## src/rtl/bkpt_pkg.sv

```systemverilog
package bkpt_pkg;

  typedef enum logic [1:0] {
    BK_EXEC = 2'd0,
    BK_DRW  = 2'd1,
    BK_DWR  = 2'd2,
    BK_IO   = 2'd3
  } bk_kind_e;

  typedef struct packed {
    logic     dq;
    logic     rng;
    bk_kind_e kind;
    logic     en;
  } bk_ctrl_t;

  localparam logic [2:0] FLD_CTRL = 3'd0;
  localparam logic [2:0] FLD_PAT  = 3'd1;
  localparam logic [2:0] FLD_MSK  = 3'd2;
  localparam logic [2:0] FLD_LO   = 3'd3;
  localparam logic [2:0] FLD_HI   = 3'd4;
  localparam logic [2:0] FLD_DVAL = 3'd5;

endpackage

```

## src/rtl/bkpt_cfg_regs.sv

```systemverilog
module bkpt_cfg_regs
  import bkpt_pkg::*;
#(
  parameter int NUM_SLOTS = 4,
  parameter int XLEN      = 32,
  parameter int IDX_W     = 2
) (
  input  logic                             clk,
  input  logic                             rst,
  input  logic                             cfg_we,
  input  logic [IDX_W-1:0]                 cfg_slot,
  input  logic [2:0]                       cfg_field,
  input  logic [XLEN-1:0]                  cfg_wdata,
  output bk_ctrl_t [NUM_SLOTS-1:0]         ctrl_o,
  output logic [NUM_SLOTS-1:0][XLEN-1:0]   pat_o,
  output logic [NUM_SLOTS-1:0][XLEN-1:0]   msk_o,
  output logic [NUM_SLOTS-1:0][XLEN-1:0]   lo_o,
  output logic [NUM_SLOTS-1:0][XLEN-1:0]   hi_o,
  output logic [NUM_SLOTS-1:0][XLEN-1:0]   dval_o
);

  for (genvar s = 0; s < NUM_SLOTS; s++) begin : g_slot
    logic sel;
    assign sel = cfg_we && (cfg_slot == IDX_W'(s));

    always_ff @(posedge clk) begin
      if (rst) begin
        ctrl_o[s] <= '0;
        pat_o[s]  <= '0;
        msk_o[s]  <= '0;
        lo_o[s]   <= '0;
        hi_o[s]   <= '0;
        dval_o[s] <= '0;
      end else if (sel) begin
        case (cfg_field)
          FLD_CTRL: begin
            ctrl_o[s].en   <= cfg_wdata[0];
            ctrl_o[s].kind <= bk_kind_e'(cfg_wdata[2:1]);
            ctrl_o[s].rng  <= cfg_wdata[3];
            ctrl_o[s].dq   <= cfg_wdata[4];
          end
          FLD_PAT:  pat_o[s]  <= cfg_wdata;
          FLD_MSK:  msk_o[s]  <= cfg_wdata;
          FLD_LO:   lo_o[s]   <= cfg_wdata;
          FLD_HI:   hi_o[s]   <= cfg_wdata;
          FLD_DVAL: dval_o[s] <= cfg_wdata;
          default: ;
        endcase
      end
    end
  end

endmodule

```

## src/rtl/bkpt_slot_cmp.sv

```systemverilog
module bkpt_slot_cmp
  import bkpt_pkg::*;
#(
  parameter int XLEN = 32,
  parameter int IO_W = 16,
  localparam int BE_W = XLEN / 8
) (
  input  bk_ctrl_t          ctrl,
  input  logic [XLEN-1:0]   pat,
  input  logic [XLEN-1:0]   msk,
  input  logic [XLEN-1:0]   lo,
  input  logic [XLEN-1:0]   hi,
  input  logic [XLEN-1:0]   dval,
  input  logic              ret_valid,
  input  logic [XLEN-1:0]   ret_addr,
  input  logic              dacc_valid,
  input  logic [XLEN-1:0]   dacc_addr,
  input  logic [XLEN-1:0]   dacc_data,
  input  logic              dacc_write,
  input  logic [BE_W-1:0]   dacc_be,
  input  logic              io_valid,
  input  logic [IO_W-1:0]   io_port,
  output logic              hit
);

  logic            exec_am;
  logic            data_am;
  logic            io_am;
  logic            in_rng;
  logic            addr_ok;
  logic            dq_ok;
  logic [BE_W-1:0] lane_ok;

  // masked equality: a set mask bit removes that position from the compare
  assign exec_am = ((ret_addr ^ pat) & ~msk) == '0;
  assign data_am = ((dacc_addr ^ pat) & ~msk) == '0;
  assign io_am   = ((io_port ^ pat[IO_W-1:0]) & ~msk[IO_W-1:0]) == '0;

  // inclusive window; an inverted window never matches
  assign in_rng  = (lo <= hi) && (dacc_addr >= lo) && (dacc_addr <= hi);
  assign addr_ok = ctrl.rng ? in_rng : data_am;

  for (genvar b = 0; b < BE_W; b++) begin : g_lane
    assign lane_ok[b] = !dacc_be[b] || (dacc_data[8*b +: 8] == dval[8*b +: 8]);
  end

  assign dq_ok = !ctrl.dq || ((&lane_ok) && (|dacc_be));

  always_comb begin
    hit = 1'b0;
    if (ctrl.en) begin
      case (ctrl.kind)
        BK_EXEC: hit = ret_valid && exec_am;
        BK_DRW:  hit = dacc_valid && addr_ok && dq_ok;
        BK_DWR:  hit = dacc_valid && dacc_write && addr_ok && dq_ok;
        BK_IO:   hit = io_valid && io_am;
        default: hit = 1'b0;
      endcase
    end
  end

endmodule

```

## src/rtl/bkpt_pick.sv

```systemverilog
module bkpt_pick
  import bkpt_pkg::*;
#(
  parameter int NUM_SLOTS = 4,
  parameter int IDX_W     = 2
) (
  input  logic [NUM_SLOTS-1:0]     hits,
  input  bk_ctrl_t [NUM_SLOTS-1:0] ctrl,
  output logic                     any,
  output logic [IDX_W-1:0]         idx,
  output logic                     trap
);

  always_comb begin
    any  = |hits;
    idx  = '0;
    trap = 1'b0;
    // walk downward so the lowest hitting index is the last one written
    for (int i = NUM_SLOTS - 1; i >= 0; i--) begin
      if (hits[i]) begin
        idx  = IDX_W'(i);
        trap = (ctrl[i].kind != BK_EXEC);
      end
    end
  end

endmodule

```

## src/rtl/bkpt_match_unit.sv

```systemverilog
module bkpt_match_unit
  import bkpt_pkg::*;
#(
  parameter int NUM_SLOTS = 4,
  parameter int XLEN      = 32,
  parameter int IO_W      = 16,
  localparam int IDX_W    = (NUM_SLOTS > 1) ? $clog2(NUM_SLOTS) : 1,
  localparam int BE_W     = XLEN / 8
) (
  input  logic              clk,
  input  logic              rst,
  input  logic              cfg_we,
  input  logic [IDX_W-1:0]  cfg_slot,
  input  logic [2:0]        cfg_field,
  input  logic [XLEN-1:0]   cfg_wdata,
  input  logic              ret_valid,
  input  logic [XLEN-1:0]   ret_addr,
  input  logic              dacc_valid,
  input  logic [XLEN-1:0]   dacc_addr,
  input  logic [XLEN-1:0]   dacc_data,
  input  logic              dacc_write,
  input  logic [BE_W-1:0]   dacc_be,
  input  logic              io_valid,
  input  logic [IO_W-1:0]   io_port,
  input  logic              resume,
  output logic              halt,
  output logic [IDX_W-1:0]  halt_slot,
  output logic              halt_trap
);

  bk_ctrl_t [NUM_SLOTS-1:0]       ctrl;
  logic [NUM_SLOTS-1:0][XLEN-1:0] pat;
  logic [NUM_SLOTS-1:0][XLEN-1:0] msk;
  logic [NUM_SLOTS-1:0][XLEN-1:0] lo;
  logic [NUM_SLOTS-1:0][XLEN-1:0] hi;
  logic [NUM_SLOTS-1:0][XLEN-1:0] dval;
  logic [NUM_SLOTS-1:0]           hits;
  logic                           any_hit;
  logic [IDX_W-1:0]               win_idx;
  logic                           win_trap;
  logic                           armed;
  logic                           fire;

  bkpt_cfg_regs #(
    .NUM_SLOTS (NUM_SLOTS),
    .XLEN      (XLEN),
    .IDX_W     (IDX_W)
  ) u_regs (
    .clk       (clk),
    .rst       (rst),
    .cfg_we    (cfg_we),
    .cfg_slot  (cfg_slot),
    .cfg_field (cfg_field),
    .cfg_wdata (cfg_wdata),
    .ctrl_o    (ctrl),
    .pat_o     (pat),
    .msk_o     (msk),
    .lo_o      (lo),
    .hi_o      (hi),
    .dval_o    (dval)
  );

  for (genvar s = 0; s < NUM_SLOTS; s++) begin : g_cmp
    bkpt_slot_cmp #(
      .XLEN (XLEN),
      .IO_W (IO_W)
    ) u_cmp (
      .ctrl       (ctrl[s]),
      .pat        (pat[s]),
      .msk        (msk[s]),
      .lo         (lo[s]),
      .hi         (hi[s]),
      .dval       (dval[s]),
      .ret_valid  (ret_valid),
      .ret_addr   (ret_addr),
      .dacc_valid (dacc_valid),
      .dacc_addr  (dacc_addr),
      .dacc_data  (dacc_data),
      .dacc_write (dacc_write),
      .dacc_be    (dacc_be),
      .io_valid   (io_valid),
      .io_port    (io_port),
      .hit        (hits[s])
    );
  end

  bkpt_pick #(
    .NUM_SLOTS (NUM_SLOTS),
    .IDX_W     (IDX_W)
  ) u_pick (
    .hits (hits),
    .ctrl (ctrl),
    .any  (any_hit),
    .idx  (win_idx),
    .trap (win_trap)
  );

  assign fire = armed && any_hit;

  always_ff @(posedge clk) begin
    if (rst) begin
      armed     <= 1'b1;
      halt      <= 1'b0;
      halt_slot <= '0;
      halt_trap <= 1'b0;
    end else begin
      halt      <= fire;
      halt_slot <= fire ? win_idx : '0;
      halt_trap <= fire && win_trap;
      if (fire)        armed <= 1'b0;
      else if (resume) armed <= 1'b1;
    end
  end

endmodule

```

## config.mk

```make
export PLATFORM = sky130hd
export DESIGN_NAME = bkpt_match_unit
export DESIGN_NICKNAME = d
export VERILOG_FILES = /design/src/rtl/bkpt_pkg.sv /design/src/rtl/bkpt_cfg_regs.sv /design/src/rtl/bkpt_slot_cmp.sv /design/src/rtl/bkpt_pick.sv /design/src/rtl/bkpt_match_unit.sv
export SDC_FILE = /design/constraint.sdc
export NUM_CORES = 2
export LEC_CHECK = 0
export ABC_CLOCK_PERIOD_IN_PS = 4900
export CAP_MARGIN = 20
export CORE_MARGIN = 2
export CORE_UTILIZATION = 38
export CTS_CLUSTER_DIAMETER = 100
export DETAILED_ROUTE_END_ITERATION = 8
export PLACE_DENSITY_LB_ADDON = 0.15
export SKIP_LAST_GASP = 1
export SLEW_MARGIN = 10
export SYNTH_ARGS = -nofsm -noshare
export SYNTH_HDL_FRONTEND = slang
export SYNTH_SLANG_ARGS = --single-unit
```

## constraint.sdc

```tcl
create_clock -name clk -period 4.9 [get_ports clk]
set_clock_uncertainty 0.2 [all_clocks]
set_input_delay 0.98 -clock clk [delete_from_list [all_inputs] [get_ports clk]]
set_output_delay 0.98 -clock clk [all_outputs]
set_load 0.03 [all_outputs]
```

==> results.md <==
* CTS clk-pin slew, worst paths at 0.06 ns
* TritonCTS Buffers at 78
* DR vias at 36437
* Hold depth at 2
* Max-slew violations at 0
* Gpl congestion at 0.966
* 1st-pass router iterations at 5
* Gr usage total at 30.3%
* RSZ-0062 raised after global routing: no
* Hold Crit Class: reg -> reg
* Seq/Total Area, Yosys at 34.5%
* DR WL/cell at 24.6 um
* # setup viols final at 0
* CP cell instances: clkdlybuf4s50_1 > ha_1 > nand4_2 > or4_4 > nor2_2 > nor3_1 > or4_1 > o311a_1 > or4_1 > o2111ai_1 > and4_1
* Peak supply drop at 0.270 mV
* Setup crit end kind: flop
* Synth Cell Area at 38500 um2
* Worst setup SP type: input port
* Worst path slowest cell: or4_4
* Total gr overflow at 0
* Pre-CTS setup slack at -0.134 ns
* Worst path top cell family by delay: simple AND/OR/NAND/NOR gates
* CP Max Fanout at 2
* CP bufs+invs at 1
* Post-CTS Setup Inserts at 0
* FF-to-FF End: halt_trap
* Leakage power at 14.7 nW
* DRT iter0 DRCs at 3679
* Period utilisation layout at 89.4%
* Reg2reg path depth at 11
* CP Launch Point: dacc_addr[27]
* Site Rows at 116
* WP data arrival at 4.77 ns
* CTS max path bufs at 3
* Nets at 5693
* Hold_sp: u_regs.ctrl_o[4]
* Fmax achieved at 228 MHz
* Critical Path Most Common Cell: or4_1
* Input/output buffers at 164
* Ys async rst share at 0%
* Remaining DRCs at 0
* Mean Syn Cell Area at 7.53 um2
* TritonCTS Sinks at 665
* Initial core utilization at 38.4%
* Vias in the first global route at 34027
* CTS hold repair buffers at 0
* Synth-to-Final Area Change at 15.4%
* Chip height at 322 um
* Clk_lat worst skew at 0.65 ns
* # IOs at 165
* Max Cap Viol at 0
* First-pass GRT wire length at 231 mm
* Layout cell share with drive strength beyond 1 at 6.08%
* Synthesized net count at 5675
* Utilization after layout at 44.3%
* Pwr Density at 302 nW/um2
* WL final at 161 mm
* Status: complete, no violations
* Largest net degree at the start of global routing at 101
* ANT cells at 0
* FF-to-FF setup slack at 0.78 ns
* Post-CTS Resized at 0
* R2R Path Start: u_regs.hi_o[126]
* Crit Path Class: in -> reg
* CTS tree: yes
* Initial antenna violation count at 5
* Die width at 322 um
* Dpl hpwl at 112 mm
* Die area at 104000 um2
* Clock Tree Root: clkbuf_16
* Netlist cell types at 59
* H-tree depth at 3
* Setup slack after layout at 0.521 ns
* Main flop type after synthesis: dfxtp_1
* Hold_ws at 0.254 ns
* Ys Warns at 0
* Hold EP: u_regs.ctrl_o[4]
* EDFF count, synth at 0
* Worst slew margin at 35.2%
* Fin. Hold Viols at 0
* Core ar. at 100000 um2
* DR vias/cell at 5.56
* Worst Tran Pin Value at 0.972 ns
* Instance count of the mapped netlist at 5118
* Worst Path Required at 5.30 ns
* Setup TNS at 0 ns
* Tmin final at 4.38 ns
* #FFs+latches synth at 665
* ANT nets after route at 0
* CP max stage delay at 0.58 ns
report_power, final:
group	internal (mW)	switching (mW)
registers	5.45	0.0397
logic	0.559	1.04
clock network	3.81	2.53
total	9.81	3.61
cells in the mapped netlist (3+ instances only):
master	number	share of area [%]
nand2_1	1409	14
a21oi_1	799	10
dfxtp_1	665	35
xnor2_1	448	10
ha_1	396	13
clkbuf_1	375	3.7
inv_1	277	2.7
o22ai_1	153	2.5
nand4_1	109	1.8
o21ai_0	71	0.92
nor2_1	65	0.63
nand3_1	63	0.82
nor4_1	45	0.73
a21o_1	35	0.68
nor3_1	24	0.31
o211ai_1	20	0.39
a211oi_1	16	0.31
a221oi_1	13	0.30
o21ai_1	13	0.17
and4_1	11	0.25
a31oi_1	10	0.16
nor2b_1	10	0.16
or4_1	9	0.18
nand2b_1	6	0.097
a2111oi_0	5	0.11
a21boi_0	5	0.097
nor3b_1	5	0.097
o21a_1	4	0.078
a211o_1	3	0.068
a221o_1	3	0.078
and2_1	3	0.049
and3_1	3	0.049
buf_1	3	0.029
nand3b_1	3	0.058
o31ai_1	3	0.058
worst reg2reg max path, delay by kind of cell, from the launching register on:
family,cells,cell delay (ns)
and+or+nand+nor,5,2.12
AOI/OAI and AO/OA,4,0.99
DFF,1,0.33
adders and majority gates,1,0.32
buffers and inverters,1,0.11
through the flow:
stage	total power [mW]	instances	area, um2
after floorplan	6.43	5118	38500
after global placement	7.16	6413	41700
after detailed placement	7.16	6413	41700
after CTS	13.5	6556	44500
after global routing	13.8	6556	44500
final	13.4	6556	44500
cells in the final DEF (no fill, tap or decap), drive strengths merged, types with 4 or more instances in the layout:
cell / synthesis / routed
nand2b: 6 / 6
buf: 3 / 154
o22ai: 153 / 153
ha: 396 / 396
xnor2: 448 / 448
nor2: 66 / 66
nor3: 24 / 24
clkdlybuf4s50: 0 / 162
nand2: 1409 / 1409
a21oi: 799 / 799
clkbuf: 375 / 114
o21a: 4 / 4
o211ai: 20 / 20
nor3b: 5 / 5
a21o: 35 / 35
nand4: 110 / 110
a221oi: 13 / 13
inv: 277 / 279
or4: 11 / 11
bufinv: 0 / 9
o21ai: 84 / 84
a2111oi: 5 / 5
a211oi: 16 / 16
a31oi: 10 / 10
nor4: 45 / 45
and4: 11 / 11
nor2b: 10 / 10
a21boi: 6 / 6
dfxtp: 665 / 665
nand3: 63 / 63
clkinv: 0 / 16
routing by layer:
| layer | vias up | GRT usage [%] | part of all wire (%) |
|---|---|---|---|
| li1 | 17201 | - | - |
| met1 | 17399 | 40.2 | 43 |
| met2 | 1476 | 47.9 | 44 |
| met3 | 357 | 5.05 | 7.9 |
| met4 | 4 | 13.8 | 4.8 |
| met5 | - | 0 | 0.017 |
flip-flops by register name, indices dropped and copies added (netlist names):
name and count:
u_regs.hi_o 128, u_regs.pat_o 128, u_regs.lo_o 128, u_regs.msk_o 128, u_regs.ctrl_o 20, armed 1, halt 1, u_regs.dval_o 128
halt_trap 1, halt_slot 2
layout make-up:
type,count,area [um2]
Fill cell,10172,55800
Multi-Input combinational cell,3798,22800
Sequential cell,665,13300
Timing Repair Buffer,316,2850
Clock buffer,114,2350
Tap cell,1357,1700
Inverter,277,1040
Clock inverter,29,398
cells by family (layout without fill, tap and decap cells):
kind of cell	after synthesis	in the layout	synth area share [%]
compound gates	1175	1175	16.8
simple gates	1779	1779	19.2
fa+ha+maj	396	396	12.9
flops	665	665	34.5
buf+inv	655	736	6.38
xor+xnor	448	448	10.2
worst max path at each step:
stage / slack (ns) / cells after the start / end
after floorplan: 0.65 / 12 / halt_trap
after global placement: -0.11 / 11 / halt_trap
after detailed placement: -0.13 / 11 / halt_trap
after CTS: 0.53 / 11 / halt_trap
after global routing: 0.38 / 15 / armed
final: 0.52 / 11 / halt_trap
Note: power is estimated with default switching activity, not from simulation.
